[config.mk]
export PLATFORM = sky130hd
export DESIGN_NAME = dtc_va_map
export DESIGN_NICKNAME = d
export VERILOG_FILES = /design/src/rtl/dtc_pkg.sv /design/src/rtl/dtc_va_map.sv
export SDC_FILE = /design/constraint.sdc
export NUM_CORES = 1
export LEC_CHECK = 0
export CORE_MARGIN = 2
export CORE_UTILIZATION = 22
export DETAILED_ROUTE_END_ITERATION = 10
export PLACE_DENSITY = 0.86
export SLEW_MARGIN = 20
export SYNTH_ARGS = -nofsm -noshare
export SYNTH_HDL_FRONTEND = slang
export SYNTH_SLANG_ARGS = --single-unit
[constraint.sdc]
create_clock -name vclk -period 5.5
set_input_delay 1.65 -clock vclk [all_inputs]
set_output_delay 1.65 -clock vclk [all_outputs]
set_load 0.05 [all_outputs]
[src/rtl/dtc_pkg.sv]
package dtc_pkg;

    localparam int ADDR_W      = 64;
    localparam int VA_VALID_W  = 43;
    localparam int PA_IMPL_W   = 44;
    localparam int SP_HI       = 47;
    localparam int SP_LO       = 41;
    localparam logic [SP_HI-SP_LO:0] SP_TAG = 7'h7e;
    localparam int SP_SEXT_BIT = 40;
    localparam int UC_BIT      = 43;
    localparam int UC_CLR_HI   = 42;
    localparam int UC_CLR_LO   = 35;
    localparam int IRS_LO      = 20;
    localparam int NUM_MODES   = 4;

    localparam int ST_W     = 6;
    localparam int ST_WR    = 0;
    localparam int ST_ACV   = 1;
    localparam int ST_FOR   = 2;
    localparam int ST_FOW   = 3;
    localparam int ST_BADVA = 4;
    localparam int ST_MISS  = 5;

    typedef enum logic [2:0] {
        FLT_NONE     = 3'd0,
        FLT_ALIGN    = 3'd1,
        FLT_PAGE     = 3'd2,
        FLT_ACV      = 3'd3,
        FLT_MISS_NAT = 3'd4,
        FLT_MISS_PTE = 3'd5,
        FLT_MCHK     = 3'd6,
        FLT_UNIMP    = 3'd7
    } fault_e;

    typedef enum logic [1:0] {
        MODE_KERNEL = 2'd0,
        MODE_EXEC   = 2'd1,
        MODE_SUPER  = 2'd2,
        MODE_USER   = 2'd3
    } mode_e;

    typedef struct packed {
        fault_e          code;
        logic [ST_W-1:0] stat;
    } verdict_t;

    localparam logic [ADDR_W-1:0] IMPL_MASK = (ADDR_W'(1) << PA_IMPL_W) - ADDR_W'(1);
    localparam logic [ADDR_W-1:0] LOW_MASK  = (ADDR_W'(1) << SP_SEXT_BIT) - ADDR_W'(1);
    localparam logic [ADDR_W-1:0] SEXT_OR   = IMPL_MASK & ~LOW_MASK;

    function automatic logic misaligned(input logic [ADDR_W-1:0] va, input logic [3:0] size);
        return |(va[3:0] & (size - 4'd1));
    endfunction

    function automatic logic va_canonical(input logic [ADDR_W-1:0] va);
        return (&va[ADDR_W-1:VA_VALID_W-1]) || !(|va[ADDR_W-1:VA_VALID_W-1]);
    endfunction

    function automatic logic in_superpage(input logic [ADDR_W-1:0] va);
        return va[SP_HI:SP_LO] == SP_TAG;
    endfunction

    function automatic logic [ADDR_W-1:0] superpage_pa(input logic [ADDR_W-1:0] va);
        logic [ADDR_W-1:0] p;
        p = va & IMPL_MASK;
        if (p[SP_SEXT_BIT]) p = p | SEXT_OR;
        else                p = p & LOW_MASK;
        return p;
    endfunction

    function automatic logic irs_space(input logic [ADDR_W-1:0] pa);
        return &pa[UC_BIT:IRS_LO];
    endfunction

    function automatic logic [ADDR_W-1:0] strip_uc(input logic [ADDR_W-1:0] pa);
        logic [ADDR_W-1:0] p;
        p = pa;
        p[UC_CLR_HI:UC_CLR_LO] = '0;
        return p;
    endfunction

endpackage

[src/rtl/dtc_va_map.sv]
module dtc_va_map
    import dtc_pkg::*;
#(
    parameter int PPN_W      = 32,
    parameter int PAGE_SHIFT = 13
) (
    input  logic [ADDR_W-1:0]    va,
    input  logic [3:0]           size,
    input  logic                 write,
    input  logic                 phys,
    input  logic                 ptefetch,
    input  mode_e                cur_mode,
    input  mode_e                eff_mode,
    input  logic                 hit,
    input  logic [PPN_W-1:0]     ppn,
    input  logic [NUM_MODES-1:0] rd_en,
    input  logic [NUM_MODES-1:0] wr_en,
    input  logic                 f_on_rd,
    input  logic                 f_on_wr,
    output verdict_t             early,
    output logic [ADDR_W-1:0]    pa_raw
);

    localparam logic [ST_W-1:0] WR_FLAG = ST_W'(1) << ST_WR;

    logic [ST_W-1:0]      wr_bit;
    logic [NUM_MODES-1:0] mode_bit;
    logic [ADDR_W-1:0]    hit_pa;

    assign wr_bit   = write ? WR_FLAG : '0;
    assign mode_bit = NUM_MODES'(1) << eff_mode;
    assign hit_pa   = (ADDR_W'(ppn) << PAGE_SHIFT) + ADDR_W'(va[PAGE_SHIFT-1:0]);

    always_comb begin
        early.code = FLT_NONE;
        early.stat = '0;
        pa_raw     = '0;
        if (misaligned(va, size)) begin
            early.code = FLT_ALIGN;
            early.stat = wr_bit;
        end else if (phys) begin
            pa_raw = va;
        end else if (!va_canonical(va)) begin
            early.code = FLT_PAGE;
            early.stat = wr_bit | (ST_W'(1) << ST_BADVA) | (ST_W'(1) << ST_ACV);
        end else if (in_superpage(va)) begin
            if (cur_mode != MODE_KERNEL) begin
                early.code = FLT_ACV;
                early.stat = wr_bit | (ST_W'(1) << ST_ACV);
            end else begin
                pa_raw = superpage_pa(va);
            end
        end else if (!hit) begin
            early.code = ptefetch ? FLT_MISS_PTE : FLT_MISS_NAT;
            early.stat = wr_bit | (ST_W'(1) << ST_MISS);
        end else begin
            pa_raw = hit_pa;
            if (write) begin
                if (!(|(wr_en & mode_bit))) begin
                    early.code = FLT_PAGE;
                    early.stat = WR_FLAG | (ST_W'(1) << ST_ACV)
                               | (f_on_wr ? (ST_W'(1) << ST_FOW) : '0);
                end else if (f_on_wr) begin
                    early.code = FLT_PAGE;
                    early.stat = WR_FLAG | (ST_W'(1) << ST_FOW);
                end
            end else begin
                if (!(|(rd_en & mode_bit))) begin
                    early.code = FLT_ACV;
                    early.stat = (ST_W'(1) << ST_ACV)
                               | (f_on_rd ? (ST_W'(1) << ST_FOR) : '0);
                end else if (f_on_rd) begin
                    early.code = FLT_PAGE;
                    early.stat = ST_W'(1) << ST_FOR;
                end
            end
        end
    end

endmodule

==> results of run 1 <==
-- path summary, 6_finish.rpt --
check | from | end | cells after the start | slack [ns]
worst max-delay path | va[53] | pa_raw[7] | 9 | 0.09
worst min-delay path | va[50] | pa_raw[50] | 3 | 3.87
-- placed cells by master, fill, tap and decap left out, types with 2 or more instances in the layout --
cell / instances
sky130_fd_sc_hd__a211oi_1: 3
sky130_fd_sc_hd__a21oi_1: 2
sky130_fd_sc_hd__a22o_1: 18
sky130_fd_sc_hd__a22o_4: 14
sky130_fd_sc_hd__and2_1: 32
sky130_fd_sc_hd__buf_12: 73
sky130_fd_sc_hd__buf_16: 2
sky130_fd_sc_hd__buf_4: 26
sky130_fd_sc_hd__clkdlybuf4s50_1: 107
sky130_fd_sc_hd__dlygate4sd2_1: 9
sky130_fd_sc_hd__inv_1: 5
sky130_fd_sc_hd__mux4_2: 2
sky130_fd_sc_hd__nand2_1: 11
sky130_fd_sc_hd__nand3_1: 2
sky130_fd_sc_hd__nand4_1: 5
sky130_fd_sc_hd__nor2_1: 7
sky130_fd_sc_hd__nor4_1: 5
sky130_fd_sc_hd__nor4_2: 2
sky130_fd_sc_hd__o21ai_0: 2
-- kinds of logic (layout without fill, tap and decap cells) --
| kind of cell | Yosys count | count (layout) | synth area share |
|---|---|---|---|
| AND/OR/NAND/NOR | 76 | 76 | 0.441 |
| buffers and inverters | 17 | 225 | 0.0999 |
| multiplexers | 3 | 3 | 0.0517 |
| AO/OA/AOI/OAI | 49 | 49 | 0.388 |
| adder cells (fa/ha/maj) | 1 | 1 | 0.0117 |
| XOR/XNOR | 1 | 1 | 0.00823 |
-- cell type report --
type / count / area (um^2)
Fill cell: 235 / 586
Tap cell: 54 / 67.6
Multi-Input combinational cell: 130 / 1130
Timing Repair Buffer: 220 / 2890
Inverter: 5 / 18.8
-- critical path, delay by kind of cell --
kind                   cells  cell delay (ns)
buffers and inverters      4             0.98
AND/OR/NAND/NOR            3             0.77
AO/OA/AOI/OAI              2             0.34
-- power breakdown --
group / internal (uW) / switching [uW]
sequential: 0 / 0
clock: 0 / 0
combinational: 199 / 172
-- timing repair --
item,4_1_cts,5_1_grt
pin swaps,15,5
hold buffers,0,0
gates cloned,3,0
setup buffers,4,0
endpoints found under the setup margin,71,56
gates resized for setup,29,12
-- metal layers --
metal,track usage,vias up,part of all wire
met5,0,-,0
met4,0.0970,0,0.035
met3,0.0837,24,0.090
met2,0.578,141,0.56
met1,0.276,997,0.31
li1,-,988,-
-- metrics by stage --
step / setup WS (ns) / instances / TNS [ns] / total power, uW
6_report: 0.0936 / 409 / 0 / 371
5_1_grt: 0.00552 / 409 / 0 / 385
4_1_cts: 0.0108 / 410 / 0 / 365
3_5_place_dp: -0.135 / 403 / -6.30 / 360
3_3_place_gp: -0.104 / 403 / -3.89 / 353
2_1_floorplan: -0.0192 / 147 / -0.0559 / 137
==> out/qor.csv, run 1 <==
stage;metric;value;unit
yosys;syn avg cell area;7.24;um^2
yosys;post-synth top area cell;sky130_fd_sc_hd__a22o_1;
critical_path;type of the worst setup path;in2out;
critical_path;crit path DAT;3.76;ns
outcome;outcome;completed;
detailed_routing;sum of routed wire length over all layers;8.34;mm
detailed_routing;vias per std cell;5.26;
pwr;Pleak;0.00173;uW
detailed_routing;number of design-rule violations left by the first detailed-router iteration;62;
pwr;Worst VDD drop;0.0575;mV
critical_path;worst endpoint required time;3.85;ns
yosys;cell types with the largest area share after synthesis;sky130_fd_sc_hd__a22o_1 26%, sky130_fd_sc_hd__and2_1 19%, sky130_fd_sc_hd__buf_6 5.3%;
sta;Final setup violation count;0;
floorplanning;DIE WIDTH;73.6;um
placement;count of buffers from port buffering;191;
flow_run;Max Cap Viol;0;
grt;initial antenna violation count;0;
sta;transition at the pin with the smallest max-transition slack;0.408;ns
layout;Design Area, Final;4110;um^2
critical_path;delay of the slowest cell on the worst path;0.45;ns
yosys;area share of the leading cell type in the synthesized netlist;0.263;
detailed_routing;DRC Markers;0;
sta;RSZ-0062 raised after global routing;false;
sta;fin crit share;0.983;
layout;total of clock buffers placed in the layout;0;
detailed_routing;WL/cell;20.4;um
grt;overflow left after global routing;0;
sta;worst slew margin relative to its limit;0.728;
yosys;most instantiated cells after synthesis;33 x sky130_fd_sc_hd__and2_1, 32 x sky130_fd_sc_hd__a22o_1, 11 x sky130_fd_sc_hd__nand2_1;
yosys;most numerous cell in the Yosys netlist;sky130_fd_sc_hd__and2_1;
layout;fraction of the core area covered by cells at the end of the flow;0.875;
pwr;total power density per cell area;90.2;nW/um^2
floorplanning;cell row count;25;
floorplanning;Top-Level Pins;191;
placement;Area after DPL;3870;um^2
placement;DP Wirelength;6.38;mm
grt;maximum number of pins on one net before global-route repair;28;
critical_path;slowest library cell on the worst path;sky130_fd_sc_hd__clkdlybuf4s50_1;
grt;wire length of the first global-routing pass;12.1;mm
detailed_routing;length of the first detailed-routing pass in iterations;4;
sta;count of endpoints failing hold in the final timing report;0;
detailed_routing;vias after detailed routing;2150;
yosys;Net Count, Synth;266;
sta;post-layout min period;5.41;ns
critical_path;element type at the critical path end;primary output;
min_path;path category of the worst min-delay check;in2out;
floorplanning;floorplan die area;5410;um^2
placement;RD Place Congestion;0.779;
layout;antenna cells;0;
floorplanning;height of the die;73.6;um
critical_path;most numerous cell on the critical path;sky130_fd_sc_hd__buf_4;
sta;final worst hold slack;3.87;ns
floorplanning;placeable core region;4690;um^2
detailed_routing;final antenna-violating net count;0;
sta;Pins Over Slew Limit;0;
layout;number of flip-flops and latches;0;
layout;area used by sequential logic in the layout;0;um^2
grt;Overall Global Routing Usage;0.290;
yosys;sequential area share after synthesis;0;
grt;via count of the first global-routing pass;2333;
layout;Syn-to-layout area delta;286;%
yosys;Netlist Area Pre-Place;1060;um^2
sta;achievable clock frequency;185;MHz
critical_path;maximum fanout along the worst path;13;
floorplanning;effective utilization at floorplan;0.227;
yosys;Cell variety after synth;41;
layout;net count reported at finish;476;
yosys;number of warning messages in the yosys log;0;
yosys;synthesized netlist cell count;147;
critical_path;element type at the critical path start;primary input;
critical_path;chain of cells forming the critical path;clkdlybuf4s50_1 -> nor4_1 -> and4_1 -> a22oi_2 -> buf_4 -> a211oi_2 -> buf_4 -> and2_1 -> buf_12;
layout;fraction of final layout cells sized beyond drive strength 1;0.377;
Note: power is estimated with default switching activity, not from simulation.
==> run 2, diff against run 1 <==
Settings changed: CORE_AREA from default to 2 2 73 75, CORE_MARGIN 2 to default, CORE_UTILIZATION 22 to default, DIE_AREA from default to 0 0 75 77, PLACE_DENSITY 0.86 to 0.84.
==> run 2 against run 1 <==
Combinational power rose by 1%; non-clock buffer count unchanged; via count is 2.2% lower; critical endpoint is now early[2]; sequential share of layout area is the same; critical path depth increased by 1; hold slack improved by 0.00055 ns; critical path type unchanged; utilization shrank 3.8 points; setup slack improved by 0.019 ns; routed wire length decreased by 3.1%; die area is 6.7% higher; global-route usage is 2.8 points lower; highest routed layer unchanged; flip-flop and latch count did not move.
==> out/qor.csv, run 2 (synthesized netlist as in run 1, its figures left out) <==
stage;metric;value;unit
outcome;outcome;completed;
layout;number of filler cells placed in the layout;284;
pwr;total power density per cell area;90.0;nW/um^2
pwr;Sequential Power Share;0;
sta;achievable clock frequency;186;MHz
critical_path;crit path DAT;3.74;ns
placement;pre-CTS WS;-0.122;ns
critical_path;worst endpoint required time;3.85;ns
pwr;relative contribution of combinational cells to total power;1.000;
critical_path;type of the worst setup path;in2out;
pwr;clock share of power;0;
layout;area used by sequential logic in the layout;0;um^2
detailed_routing;vias after detailed routing;2103;
layout;antenna cells;0;
layout;fraction of final layout cells sized beyond drive strength 1;0.400;
grt;initial antenna violation count;0;
sta;transition at the pin with the smallest max-transition slack;0.442;ns
placement;count of buffers from port buffering;191;
sta;Pins Over Slew Limit;0;
sta;fin crit share;0.980;
layout;number of flip-flops and latches;0;
floorplanning;placeable core region;4980;um^2
layout;leading cell type in the layout, fill and taps excluded;sky130_fd_sc_hd__clkdlybuf4s50_1;
pwr;proportion of total power due to net switching;0.463;
placement;DP Wirelength;6.22;mm
sta;count of endpoints failing hold in the final timing report;0;
detailed_routing;vias per std cell;4.95;
pwr;Worst VDD drop;0.0553;mV
sta;Final setup violation count;0;
detailed_routing;number of design-rule violations left by the first detailed-router iteration;68;
detailed_routing;WL/cell;19.0;um
sta;post-layout min period;5.39;ns
grt;wire length of the first global-routing pass;11.7;mm
floorplanning;floorplan die area;5780;um^2
critical_path;element type at the critical path end;primary output;
sta;worst slew margin relative to its limit;0.704;
floorplanning;DIE WIDTH;75;um
layout;fraction of the core area covered by cells at the end of the flow;0.837;
min_path;path category of the worst min-delay check;in2out;
placement;RD Place Congestion;0.772;
pwr;Pleak;0.00176;uW
sta;RSZ-0062 raised after global routing;false;
layout;commonest cells after routing, fill and taps aside;106 x sky130_fd_sc_hd__clkdlybuf4s50_1, 73 x sky130_fd_sc_hd__buf_12, 32 x sky130_fd_sc_hd__and2_1, 27 x sky130_fd_sc_hd__buf_4, 20 x sky130_fd_sc_hd__a22o_4;
grt;overflow left after global routing;0;
detailed_routing;Highest Signal Layer;met4;
placement;Area after DPL;3900;um^2
min_path;number of cells on the worst hold path;3;
grt;via count of the first global-routing pass;2251;
floorplanning;Top-Level Pins;191;
pwr;Cell Int Power;201;uW
detailed_routing;length of the first detailed-routing pass in iterations;7;
grt;maximum number of pins on one net before global-route repair;28;
layout;total of clock buffers placed in the layout;0;
detailed_routing;final antenna-violating net count;0;
critical_path;element type at the critical path start;primary input;
detailed_routing;sum of routed wire length over all layers;8.08;mm
layout;net count reported at finish;476;
floorplanning;height of the die;77;um
sta;final critical-path setup slack;0.113;ns
critical_path;maximum fanout along the worst path;8;
clocking;hold buffer count at cts;0;
layout;Syn-to-layout area delta;291;%
layout;Design Area, Final;4170;um^2
detailed_routing;metal3 WL;765;um
flow_run;Max Cap Viol;0;
detailed_routing;routed length on met1;2.54;mm
grt;Overall Global Routing Usage;0.261;
floorplanning;cell row count;26;
detailed_routing;DRC Markers;0;
layout;Multi-input gate area;1210;um^2
floorplanning;effective utilization at floorplan;0.214;
detailed_routing;met2 wire length;4.65;mm
pwr;net switching power;174;uW
## run 2: changes by cell type in the layout (fill, tap and decap cells not counted), moves of 2 or more
cell,delta
sky130_fd_sc_hd__dlygate4sd2_1,+2
sky130_fd_sc_hd__nor4_1,-2
sky130_fd_sc_hd__buf_16,-2
sky130_fd_sc_hd__a22o_4,+6
sky130_fd_sc_hd__a22o_1,-6
sky130_fd_sc_hd__buf_6,+2
## run 2: power groups by stage
stage | logic (uW) | registers (uW) | clock network (uW)
3_5_place_dp | 359 | 0 | 0
5_1_grt | 390 | 0 | 0
4_1_cts | 367 | 0 | 0
3_3_place_gp | 354 | 0 | 0
2_1_floorplan | 137 | 0 | 0
6_report | 375 | 0 | 0
## run 2: cell type report
type	count	share of cell area
repair buffers	220	0.685
inverters	5	0.00450
well taps	70	0.0210
multi-input cells	130	0.290
## run 2: what timing repair did
item,CTS,global route
resized for setup,34,16
setup endpoints to repair,69,30
cloned,3,0
pin swaps,8,10
setup buffers,6,0
## run 2: critical path, cell delays in order
cell and delay [ns]:
sky130_fd_sc_hd__clkdlybuf4s50_1 0.47, sky130_fd_sc_hd__o31a_1 0.30, sky130_fd_sc_hd__o21ai_1 0.13, sky130_fd_sc_hd__buf_4 0.15, sky130_fd_sc_hd__nand2_4 0.06, sky130_fd_sc_hd__nor4b_4 0.27
sky130_fd_sc_hd__buf_4 0.19, sky130_fd_sc_hd__buf_6 0.16, sky130_fd_sc_hd__and3b_2 0.22, sky130_fd_sc_hd__buf_12 0.13
## run 2: through the flow
stage | hold slack [ns] | setup TNS [ns] | total power, uW | std cells
2_1_floorplan | 3.55 | -0.0559 | 137 | 147
3_3_place_gp | 3.99 | -2.88 | 354 | 420
3_5_place_dp | 4.00 | -4.46 | 359 | 420
4_1_cts | 3.87 | 0 | 367 | 429
5_1_grt | 3.90 | 0 | 390 | 425
6_report | 3.87 | 0 | 375 | 425
## run 2: path summary, 6_finish.rpt
| check | startpoint | end | slack, ns |
|---|---|---|---|
| worst max-delay path | size[2] | early[2] | 0.11 |
| worst min-delay path | va[52] | pa_raw[52] | 3.87 |
## run 2: routing by layer
| layer | GRT usage | up-vias |
|---|---|---|
| met3 | 0.0670 | 12 |
| met5 | 0 | - |
| li1 | - | 990 |
| met1 | 0.255 | 969 |
| met4 | 0.0429 | 0 |
| met2 | 0.528 | 132 |
